--- src/rtl/lac_pkg.sv ---
`timescale 1ns/1ps
// Shared definitions for the limit alert controller.
// Assumes a 3-bit comparison kind code per alert slot.
package lac_pkg;

    localparam int KIND_W = 3;

    // Comparison kind codes; the code values are part of the slot configuration.
    typedef enum logic [KIND_W-1:0] {
        KIND_NONE      = 3'b000,
        KIND_SH_OVER   = 3'b001,
        KIND_SH_UNDER  = 3'b010,
        KIND_BUS_OVER  = 3'b011,
        KIND_BUS_UNDER = 3'b100,
        KIND_PWR_OVER  = 3'b101,
        KIND_RSV_A     = 3'b110,
        KIND_RSV_B     = 3'b111
    } lim_kind_e;

endpackage

--- src/rtl/lac_slot.sv ---
`timescale 1ns/1ps
// One alert slot: picks the results of its selected channel, compares one
// quantity against the slot limit on that channel's strobe, and keeps a
// fault record and a (optionally latched) flag.
// Assumes: results are stable while res_valid is high; the limit uses the
// format of the compared result (signed shunt, 15-bit bus, unsigned power).
module lac_slot #(
    parameter int NUM_CH = 4,
    parameter int RES_W  = 16,
    parameter int CH_W   = 2
) (
    input  logic                    clk,
    input  logic                    rst_n,
    input  logic [NUM_CH-1:0]       res_valid,
    input  logic [NUM_CH*RES_W-1:0] shunt_all,
    input  logic [NUM_CH*RES_W-1:0] bus_all,
    input  logic [NUM_CH*RES_W-1:0] pwr_all,
    input  logic [CH_W-1:0]         chan_sel,
    input  logic [2:0]              kind,
    input  logic [RES_W-1:0]        limit,
    input  logic                    latch_en,
    input  logic                    flags_rd,
    output logic                    flag
);
    import lac_pkg::*;

    localparam int MAG_W = RES_W - 1;

    logic [RES_W-1:0] sh_v;
    logic [MAG_W-1:0] bus_v;
    logic [RES_W-1:0] pwr_v;
    logic             strobe_hit;
    logic             cmp_fault;
    logic             fault_q;
    logic             fault_nxt;
    logic             flag_q;

    // Route the selected channel's results and strobe to this slot.
    always_comb begin
        sh_v       = '0;
        bus_v      = '0;
        pwr_v      = '0;
        strobe_hit = 1'b0;
        for (int c = 0; c < NUM_CH; c++) begin
            if (chan_sel == CH_W'(c)) begin
                sh_v       = shunt_all[c*RES_W +: RES_W];
                bus_v      = bus_all[c*RES_W +: MAG_W];
                pwr_v      = pwr_all[c*RES_W +: RES_W];
                strobe_hit = res_valid[c];
            end
        end
    end

    // Compare the chosen quantity with the limit in that quantity's format.
    always_comb begin
        case (lim_kind_e'(kind))
            KIND_SH_OVER:   cmp_fault = $signed(sh_v) > $signed(limit);
            KIND_SH_UNDER:  cmp_fault = $signed(sh_v) < $signed(limit);
            KIND_BUS_OVER:  cmp_fault = bus_v > limit[MAG_W-1:0];
            KIND_BUS_UNDER: cmp_fault = bus_v < limit[MAG_W-1:0];
            KIND_PWR_OVER:  cmp_fault = pwr_v > limit;
            default:        cmp_fault = 1'b0;
        endcase
    end

    // Next fault record: the new result on a strobe, otherwise the old one.
    assign fault_nxt = strobe_hit ? cmp_fault : fault_q;

    // Keep the fault record and the visible flag (tracking or latched).
    always_ff @(posedge clk) begin
        if (!rst_n) begin
            fault_q <= 1'b0;
            flag_q  <= 1'b0;
        end else begin
            fault_q <= fault_nxt;
            if (!latch_en) begin
                flag_q <= fault_nxt;
            end else if (strobe_hit && cmp_fault) begin
                flag_q <= 1'b1;
            end else if (flags_rd && !fault_nxt) begin
                flag_q <= 1'b0;
            end
        end
    end

    assign flag = flag_q;

endmodule

--- src/rtl/lac_event.sv ---
`timescale 1ns/1ps
// Event sources for the alert: holds the conversion-ready flag and
// combines it with the energy-overflow indications of enabled channels.
// Assumes cnv_done is a one-cycle pulse and eovf is a level per channel.
module lac_event #(
    parameter int NUM_CH = 4
) (
    input  logic              clk,
    input  logic              rst_n,
    input  logic              cnv_done,
    input  logic              flags_rd,
    input  logic              cnv_mask,
    input  logic              eovf_mask,
    input  logic [NUM_CH-1:0] eovf,
    input  logic [NUM_CH-1:0] ch_en,
    output logic              ready_flag,
    output logic              evt_active
);
    logic ready_q;

    // Ready flag: set by a conversion event, cleared by a flags read (set wins).
    always_ff @(posedge clk) begin
        if (!rst_n) begin
            ready_q <= 1'b0;
        end else if (cnv_done) begin
            ready_q <= 1'b1;
        end else if (flags_rd) begin
            ready_q <= 1'b0;
        end
    end

    // Masked event causes that feed the alert.
    assign evt_active = (cnv_mask & ready_q) | (eovf_mask & (|(eovf & ch_en)));
    assign ready_flag = ready_q;

endmodule

--- src/rtl/lac_alert_drive.sv ---
`timescale 1ns/1ps
// Alert pin driver: ORs all slot flags with the event causes, applies the
// polarity and registers the result for one cycle.
// Assumes alert_pol is quasi-static; reset puts the pin at its idle level.
module lac_alert_drive #(
    parameter int NUM_SLOT = 4
) (
    input  logic                clk,
    input  logic                rst_n,
    input  logic [NUM_SLOT-1:0] slot_flag,
    input  logic                evt_active,
    input  logic                alert_pol,
    output logic                alert_pin
);
    logic any_cause;
    logic pin_q;

    // Collapse every cause into one request.
    assign any_cause = (|slot_flag) | evt_active;

    // Register the polarity-shaped request onto the pin.
    always_ff @(posedge clk) begin
        if (!rst_n) begin
            pin_q <= ~alert_pol;
        end else begin
            pin_q <= alert_pol ? any_cause : ~any_cause;
        end
    end

    assign alert_pin = pin_q;

endmodule

--- src/rtl/limit_alert_ctrl.sv ---
`timescale 1ns/1ps
// Limit alert controller top: NUM_SLOT independent comparison slots, each
// watching one of NUM_CH channels, plus conversion-ready and energy-overflow
// event paths, all merged onto one polarity-selectable alert pin.
// Assumes: flat buses carry channel/slot 0 in their least significant bits.
module limit_alert_ctrl #(
    parameter int NUM_CH   = 4,
    parameter int NUM_SLOT = 4,
    parameter int RES_W    = 16,
    localparam int CH_W    = (NUM_CH > 1) ? $clog2(NUM_CH) : 1
) (
    input  logic                      clk,
    input  logic                      rst_n,
    input  logic [NUM_CH-1:0]         res_valid,
    input  logic [NUM_CH*RES_W-1:0]   shunt_res,
    input  logic [NUM_CH*RES_W-1:0]   bus_res,
    input  logic [NUM_CH*RES_W-1:0]   pwr_res,
    input  logic [NUM_SLOT*CH_W-1:0]  slot_chan,
    input  logic [NUM_SLOT*3-1:0]     slot_kind,
    input  logic [NUM_SLOT*RES_W-1:0] slot_limit,
    input  logic                      latch_en,
    input  logic                      alert_pol,
    input  logic                      cnv_mask,
    input  logic                      eovf_mask,
    input  logic                      cnv_done,
    input  logic [NUM_CH-1:0]         eovf,
    input  logic [NUM_CH-1:0]         ch_en,
    input  logic                      flags_rd,
    output logic                      alert_pin,
    output logic [NUM_SLOT-1:0]       slot_flag,
    output logic                      ready_flag
);
    logic [NUM_SLOT-1:0] flag_w;
    logic                evt_w;

    // One comparison slot per configured alert.
    for (genvar s = 0; s < NUM_SLOT; s++) begin : g_slot
        lac_slot #(
            .NUM_CH (NUM_CH),
            .RES_W  (RES_W),
            .CH_W   (CH_W)
        ) u_slot (
            .clk       (clk),
            .rst_n     (rst_n),
            .res_valid (res_valid),
            .shunt_all (shunt_res),
            .bus_all   (bus_res),
            .pwr_all   (pwr_res),
            .chan_sel  (slot_chan[s*CH_W +: CH_W]),
            .kind      (slot_kind[s*3 +: 3]),
            .limit     (slot_limit[s*RES_W +: RES_W]),
            .latch_en  (latch_en),
            .flags_rd  (flags_rd),
            .flag      (flag_w[s])
        );
    end

    lac_event #(.NUM_CH(NUM_CH)) u_event (
        .clk        (clk),
        .rst_n      (rst_n),
        .cnv_done   (cnv_done),
        .flags_rd   (flags_rd),
        .cnv_mask   (cnv_mask),
        .eovf_mask  (eovf_mask),
        .eovf       (eovf),
        .ch_en      (ch_en),
        .ready_flag (ready_flag),
        .evt_active (evt_w)
    );

    lac_alert_drive #(.NUM_SLOT(NUM_SLOT)) u_drive (
        .clk        (clk),
        .rst_n      (rst_n),
        .slot_flag  (flag_w),
        .evt_active (evt_w),
        .alert_pol  (alert_pol),
        .alert_pin  (alert_pin)
    );

    assign slot_flag = flag_w;

endmodule

--- config.mk ---
export PLATFORM = sky130hd
export DESIGN_NAME = limit_alert_ctrl
export DESIGN_NICKNAME = d
export VERILOG_FILES = /design/src/rtl/lac_pkg.sv /design/src/rtl/lac_slot.sv /design/src/rtl/lac_event.sv /design/src/rtl/lac_alert_drive.sv /design/src/rtl/limit_alert_ctrl.sv
export SDC_FILE = /design/constraint.sdc
export NUM_CORES = 1
export LEC_CHECK = 0
export BUFFER_PORTS_ARGS = -buffer_cell sky130_fd_sc_hd__clkbuf_2
export CORE_MARGIN = 2
export CORE_UTILIZATION = 45
export DETAILED_ROUTE_END_ITERATION = 10
export PLACE_DENSITY_LB_ADDON = 0.2
export SLEW_MARGIN = 0
export SYNTH_ARGS = -nofsm -noshare
export SYNTH_HDL_FRONTEND = slang
export SYNTH_SLANG_ARGS = --single-unit
--- constraint.sdc ---
create_clock -name clk -period 5.4 [get_ports clk]
set_clock_uncertainty 0.1 [all_clocks]
set_input_delay 0.27 -clock clk [delete_from_list [all_inputs] [get_ports clk]]
set_output_delay 0.27 -clock clk [all_outputs]
set_load 0.02 [all_outputs]
==> qor.yml, run 1 <==
drt.antenna.violating_nets: 0
numCtsBuffers: 3
io_pins: 302
synth_fa_ha_area_share_pct: 24.5
cts_root_buf: "clkbuf_16"
ys_top_cells_by_count: "mux4_2 (192), ha_1 (188), inv_1 (80)"
r2r_start: "g_slot[2].u_slot.flag"
period_share_pct: 67.2
grt_start_max_net_pins: 49
power_frac_clock_pct: 11.0
dpl.hpwl_um: 30600
finalHoldViolations: 0
critPathLaunchType: "input port"
wl_per_cell_um: 25.6
dr.first_iter.drc_count: 857
drt_wl_total_um: 36500
dr_total_vias: 9632
cts_max_level: 1
required_ns: 5.49
pwr-share-comb_pct: 82.9
synth_top_family_by_area: "multiplexers"
initial_core_util_pct: 45.8
pre_cts_slack_ns: 1.66
cp_cell_sequence: "clkbuf_2, buf_4, mux4_2, ha_1, nand4_1, a2111oi_0, a211o_1, o21ai_1, a31oi_1, o21a_1"
overflow: 0
final_cells: 1424
synth_top_area_cell: "mux4_2"
rsz0062_at_grt: "false"
worstMarginPinSlew_ns: 0.939
grt_pass1_vias: 9441
worstPathArrival_ns: 3.72
critical_path_buf_inv_count: 2
row_count: 53
hp-start: "alert_pol"
cap_violations: 0
cts.sinks: 10
dieWidth_um: 150
synth.cell_area_um2: 9600
portBuffers: 297
antenna_found_initial: 8
yosysMostFrequentCell: "mux4_2"
syn_to_final_growth_pct: 19.3
hp-class: "in2reg"
max-clock-path-buffers: 2
vdd_drop_max_uv: 118
clk_latency_ns: 0.24
post_synth.cell_area_avg_um2: 11.0
dieArea_um2: 22500
power_per_cell_area_nw_per_um2: 120
swShare_pct: 46.2
setup.worst_path.end_class: "register"
switchingPower_mw: 0.634
cts_resized: 0
cp_max_fo: 30
synth-simple-area-share_pct: 10.1
crit_type: "in2reg"
ys.flop_type: "dfxtp_1"
ys_seq_area_share_pct: 2.09
fmax_mhz: 276
slew_violations: 0
postCtsHoldBufs: 0
drtPass1Iterations: 5
cts_tree: "yes"
grt_usage_pct: 32.4
place_area_um2: 11300
dp.cells: 1412
setup_tns_ns: 0
synth_xor_area_share_pct: 0.183
synthCells: 872
ys_ff_latch: 10
vias_per_cell: 6.76
slowest_delay_ns: 0.56
status: "completed"
fin_nets: 1626
setup_viol: 0
rrSetupSlack_ns: 3.89
drcViolationCount: 0
post-route-worst-setup-slack_ns: 1.77
synthMuxAreaShare_pct: 45.9
post-route-cell-area_um2: 11400
cts_setup_buffers: 0
post-route-min-period_ns: 3.63
min_to: "u_drive.alert_pin"
whs_path_depth: 2
finalPower_mw: 1.37
r2r_end: "u_drive.alert_pin"
path_clk_slew_ns: 0.04
gp_congestion: 0.932
power_frac_seq_pct: 6.1
synth_compound_area_share_pct: 11.9
synth.area.top_cells: "mux4_2 (45%), ha_1 (25%), a21oi_1 (3.5%)"
p_leak_nw: 5.23
yosysTopAreaCellShare_pct: 45.1
synth_nets: 1356
relSlewSlack_pct: 37.4
die_height_um: 150
grt_pass1_wl_um: 54400
core-area_um2: 21000
reg2regPathDepth: 4
yosys_warnings: 0
synth_cell_types: 54
drive_gt1_share_pct: 44.9
crit_family: "compound AO/OA/AOI/OAI gates"
synth_edf_count: 0
cp_slowest_cell: "buf_4"
async_reset_ff_share_pct: 0
p_int_mw: 0.740
worst register-to-register path: stages (launching register included):
cell and delay (ns):
dfxtp_1 0.32, or4_1 0.52, a221o_1 0.26, nand2_1 0.08, xor2_1 0.16
placed cells by master (no fill, tap or decap), types with 6 or more instances in the layout:
cell type,instances
o21ai_0,16
o21ai_1,10
o211ai_1,13
dfxtp_1,10
nand2_1,25
ha_1,188
nand4_1,36
nor2b_1,11
nor2_1,23
nor3_1,11
mux2i_1,8
a211oi_1,11
nor4_1,7
nor3b_1,6
nand3_1,24
o21a_1,6
inv_1,80
diode_2,8
a21oi_1,67
buf_4,16
a21o_1,14
mux4_2,192
clkbuf_2,293
worst max path at each step:
| stage | startpoint | endpoint | slack (ns) | cells past startpoint |
|---|---|---|---|---|
| 6_report | slot_chan[1] | g_slot[0].u_slot.flag | 1.77 | 10 |
| 5_1_grt | slot_chan[0] | g_slot[0].u_slot.flag | 1.62 | 10 |
| 4_1_cts | slot_chan[0] | g_slot[0].u_slot.flag | 1.88 | 11 |
| 3_5_place_dp | slot_chan[1] | g_slot[0].u_slot.flag | 1.66 | 10 |
| 3_3_place_gp | slot_chan[0] | g_slot[0].u_slot.flag | 1.69 | 11 |
| 2_1_floorplan | slot_chan[6] | g_slot[3].u_slot.fault_q | 2.25 | 11 |
area by class of cell:
type | count | area [um^2]
flip-flops and latches | 10 | 200
multi-input cells | 737 | 8890
diodes | 8 | 20.0
inverters | 80 | 300
fillers | 1929 | 9510
repair buffers | 310 | 1610
clock buffers | 4 | 88.8
well taps | 275 | 344
state kept, by name, summed over array words and instances (netlist names):
| register | count |
|---|---|
| u_event.ready_flag | 1 |
| g_slot.u_slot.fault_q | 4 |
| g_slot.u_slot.flag | 4 |
| u_drive.alert_pin | 1 |
per-layer routing:
layer	share of wire (%)	GRT usage (%)	vias up
met2	47	51.9	548
li1	-	-	4247
met1	40	45.9	4769
met3	10	4.21	66
met4	3.1	9.81	2
met5	0.033	0	-
stage by stage:
| stage | hold WS [ns] | utilization (%) |
|---|---|---|
| after global placement | 0.385 | 54.1 |
| after floorplan | 0.267 | - |
| final | 0.133 | 54.6 |
| after global routing | 0.142 | 54.6 |
| after CTS | 0.137 | 54.5 |
| after detailed placement | 0.387 | 54.1 |
power groups by stage:
| stage | logic [mW] | clock network, mW | registers, mW |
|---|---|---|---|
| after CTS | 1.12 | 0.154 | 0.0837 |
| after detailed placement | 1.12 | 0 | 0.0851 |
| after global routing | 1.24 | 0.158 | 0.0845 |
| after global placement | 1.10 | 0 | 0.0851 |
| final | 1.14 | 0.151 | 0.0838 |
| after floorplan | 0.722 | 0 | 0.0865 |
kinds of logic (layout without fill, tap and decap cells):
logic type | Yosys count | in the layout
mux | 200 | 200
xor+xnor | 2 | 2
other cells | 0 | 8
simple gates | 172 | 172
fa+ha+maj | 188 | 188
buf+inv | 125 | 394
flops | 10 | 10
compound gates | 175 | 175
Note: power is estimated with default switching activity, not from simulation.
==> run 2: changes to the inputs <==
- ABC_AREA: default -> 1
- clock period: 5.4 -> 2.94 ns (I/O delays scaled with it)
==> qor.yml, run 2 <==
overflow: 0  # unchanged
worst_hold_slack_ns: 0.0229  # was 0.133 ns
postCtsHoldBufs: 0  # unchanged
async_reset_ff_share_pct: 0  # unchanged
synth.cell_area_um2: 10300  # was 9600 um^2
core-area_um2: 22500  # was 21000 um^2
relSlewSlack_pct: 49.6  # was 37.4%
vdd_drop_max_uv: 519  # was 118 uV
required_ns: 2.97  # was 5.49 ns
yosys_warnings: 0  # unchanged
final_common_cell: "nand2_1"  # was clkbuf_2
status: "completed"  # unchanged
ys.flop_type: "dfxtp_1"  # unchanged
cp_slowest_cell: "o21ai_0"  # was buf_4
fillCellCount: 2307  # was 1929
swShare_pct: 55.4  # was 46.2%
switchingPower_mw: 1.69  # was 0.634 mW
finalPower_mw: 3.04  # was 1.37 mW
numCtsBuffers: 3  # unchanged
worstMarginPinSlew_ns: 0.747  # was 0.939 ns
dp.cells: 2428  # was 1412
drt.antenna.violating_nets: 0  # unchanged
slowest_delay_ns: 0.43  # was 0.56 ns
power_per_cell_area_nw_per_um2: 229  # was 120 nW/um^2
rsz0062_at_grt: "false"  # unchanged
vias_per_cell: 6.24  # was 6.76
portBuffers: 297  # unchanged
cts_max_level: 1  # unchanged
fmax_mhz: 356
drtPass1Iterations: 7  # was 5
final_cell_mix: "nand2_1 (332), inv_1 (308), clkbuf_2 (294)"  # was clkbuf_2 (293), mux4_2 (192), ha_1 (188)
slew_violations: 0  # unchanged
pwr-share-comb_pct: 85.8  # was 82.9%
path_clk_slew_ns: 0.05  # was 0.04 ns
synth_cell_types: 40  # was 54
crit_type: "in2reg"  # unchanged
max-clock-path-buffers: 2  # unchanged
fin_nets: 2633  # was 1626
critPathLaunchType: "input port"  # unchanged
grt_usage_pct: 42.1  # was 32.4%
final_cells: 2434  # was 1424
die_height_um: 155  # was 150 um
dieWidth_um: 155  # was 150 um
grt_pass1_wl_um: 78400  # was 54400 um
cp_max_fo: 15  # was 30
ys_ff_latch: 10  # unchanged
p_leak_nw: 7.27  # was 5.23 nW
period_share_pct: 95.5
initial_core_util_pct: 45.6  # was 45.8%
drt_wl_total_um: 52800  # was 36500 um
ys_top_cells_by_count: "nand2_1 (337), inv_1 (310), o21ai_0 (265)"  # was mux4_2 (192), ha_1 (188), inv_1 (80)
syn_to_final_growth_pct: 29.4  # was 19.3%
ys_seq_area_share_pct: 1.95  # was 2.09%
cts_tree: "yes"  # unchanged
final_core_util_pct: 59.1  # was 54.6%
yosysMostFrequentCell: "nand2_1"  # was mux4_2
cts_root_buf: "clkbuf_16"  # unchanged
setup_viol: 0  # unchanged
hp-class: "in2reg"  # unchanged
finalHoldViolations: 0  # unchanged
power_frac_clock_pct: 9.0  # was 11.0%
row_count: 55  # was 53
wl_per_cell_um: 21.7  # was 25.6 um
critical_path_buf_inv_count: 3  # was 2
cap_violations: 0  # unchanged
power_frac_seq_pct: 5.1  # was 6.1%
gp_congestion: 1.07  # was 0.932
cp_cell_sequence: "clkbuf_2, nand2_2, buf_4, buf_4, o21ai_0, ha_1, a21oi_1, o21ai_0, nor2_1, nand2_1, nand2_1, nand2_1, nor2_1, nand3_1, nand2_2, nand2_1, nor2_1, nor2_1"  # was clkbuf_2, buf_4, mux4_2, ha_1, nand4_1, a2111oi_0, a211o_1, o21ai_1, a31oi_1, o21a_1
dpl.hpwl_um: 43700  # was 30600 um
synth_edf_count: 0  # unchanged
drive_gt1_share_pct: 23.6  # was 44.9%
grt_pass1_vias: 13700  # was 9441
synth_top_area_cell: "ha_1"  # was mux4_2
dr_total_vias: 15200  # was 9632
clk_latency_ns: 0.24  # about the same
worstPathArrival_ns: 2.84  # was 3.72 ns
p_int_mw: 1.36  # was 0.740 mW
antenna_found_initial: 1  # was 8
synth.area.top_cells: "ha_1 (23%), o21ai_0 (13%), nand2_1 (12%)"  # was mux4_2 (45%), ha_1 (25%), a21oi_1 (3.5%)
synth_nets: 2273  # was 1356
setup.worst_path.end_class: "register"  # unchanged
grt_start_max_net_pins: 37  # was 49
post_synth.cell_area_avg_um2: 5.74  # was 11.0 um^2
yosysTopAreaCellShare_pct: 22.9  # was 45.1%
dieArea_um2: 24100  # was 22500 um^2
drcViolationCount: 0  # unchanged
cts.sinks: 10  # unchanged
synthCells: 1789  # was 872
dr.first_iter.drc_count: 1775  # was 857
post-route-min-period_ns: 2.81
crit_family: "simple AND/OR/NAND/NOR gates"  # was compound AO/OA/AOI/OAI gates
io_pins: 302  # unchanged
-- run 2: power by group through the flow --
| stage | Sequential (mW) | Combinational [mW] | Clock (mW) |
|---|---|---|---|
| 5_1_grt | 0.158 | 2.85 | 0.281 |
| 6_report | 0.157 | 2.61 | 0.275 |
| 3_5_place_dp | 0.159 | 2.47 | 0 |
| 4_1_cts | 0.157 | 2.49 | 0.274 |
| 3_3_place_gp | 0.158 | 2.42 | 0 |
| 2_1_floorplan | 0.161 | 1.39 | 0 |
-- run 2: repair_timing --
action,in CTS,in global routing
buffers inserted,0,1
setup endpoints to repair,0,7
resized for setup,0,51
-- run 2: worst register-to-register path, stage by stage (launching register included) --
cell and delay [ns]:
dfxtp_1 0.35, nor4_1 0.32, a31oi_1 0.15, xor2_1 0.15
inv_1 0.05
-- run 2: layout make-up --
| class | instances | area, um^2 | share of cell area, % |
|---|---|---|---|
| multi-input combinational | 1368 | 8600 | 64.7 |
| timing repair buffer | 448 | 2850 | 21.4 |
| sequential | 10 | 200 | 1.51 |
| antenna | 1 | 2.50 | 0.0188 |
| tap | 285 | 357 | 2.68 |
| clock buffer | 4 | 88.8 | 0.668 |
| inverter | 318 | 1200 | 9.01 |
-- run 2: final timing paths --
path | end | start | slack, ns | cells past startpoint
setup / recovery | g_slot[2].u_slot.flag | slot_chan[4] | 0.13 | 18
hold / removal | u_drive.alert_pin | alert_pol | 0.02 | 3
setup reg to reg | u_drive.alert_pin | g_slot[2].u_slot.flag | 1.72 | 4
hold reg to reg | g_slot[2].u_slot.fault_q | g_slot[2].u_slot.fault_q | 0.38 | 2
-- run 2: metal layers --
metal	GRT usage, %	share of wire, %
met1	59.1	41
met2	63.9	41
met3	9.36	14
met4	12.8	4.2
met5	0	0
-- run 2: kinds of logic (layout without fill, tap and decap cells) --
family | after synthesis | in the layout | share of synthesized area (%)
xor gates and xnor gates | 1 | 1 | 0.0853
buffers and inverters | 411 | 770 | 15.7
other | 0 | 1 | 0
AOI/OAI and AO/OA | 661 | 661 | 38.4
DFF | 10 | 10 | 1.95
adders and majority gates | 188 | 188 | 22.9
and+or+nand+nor | 518 | 518 | 21.0
-- run 2: stage by stage --
step	setup TNS [ns]	worst slack, ns	instance area (um^2)
floorplan	0	0.518	10300
global route	0	0.00493	13300
detailed placement	-0.524	-0.216	13000
finish	0	0.132	13300
CTS	0	0.0231	13100
global placement	-0.408	-0.188	13000
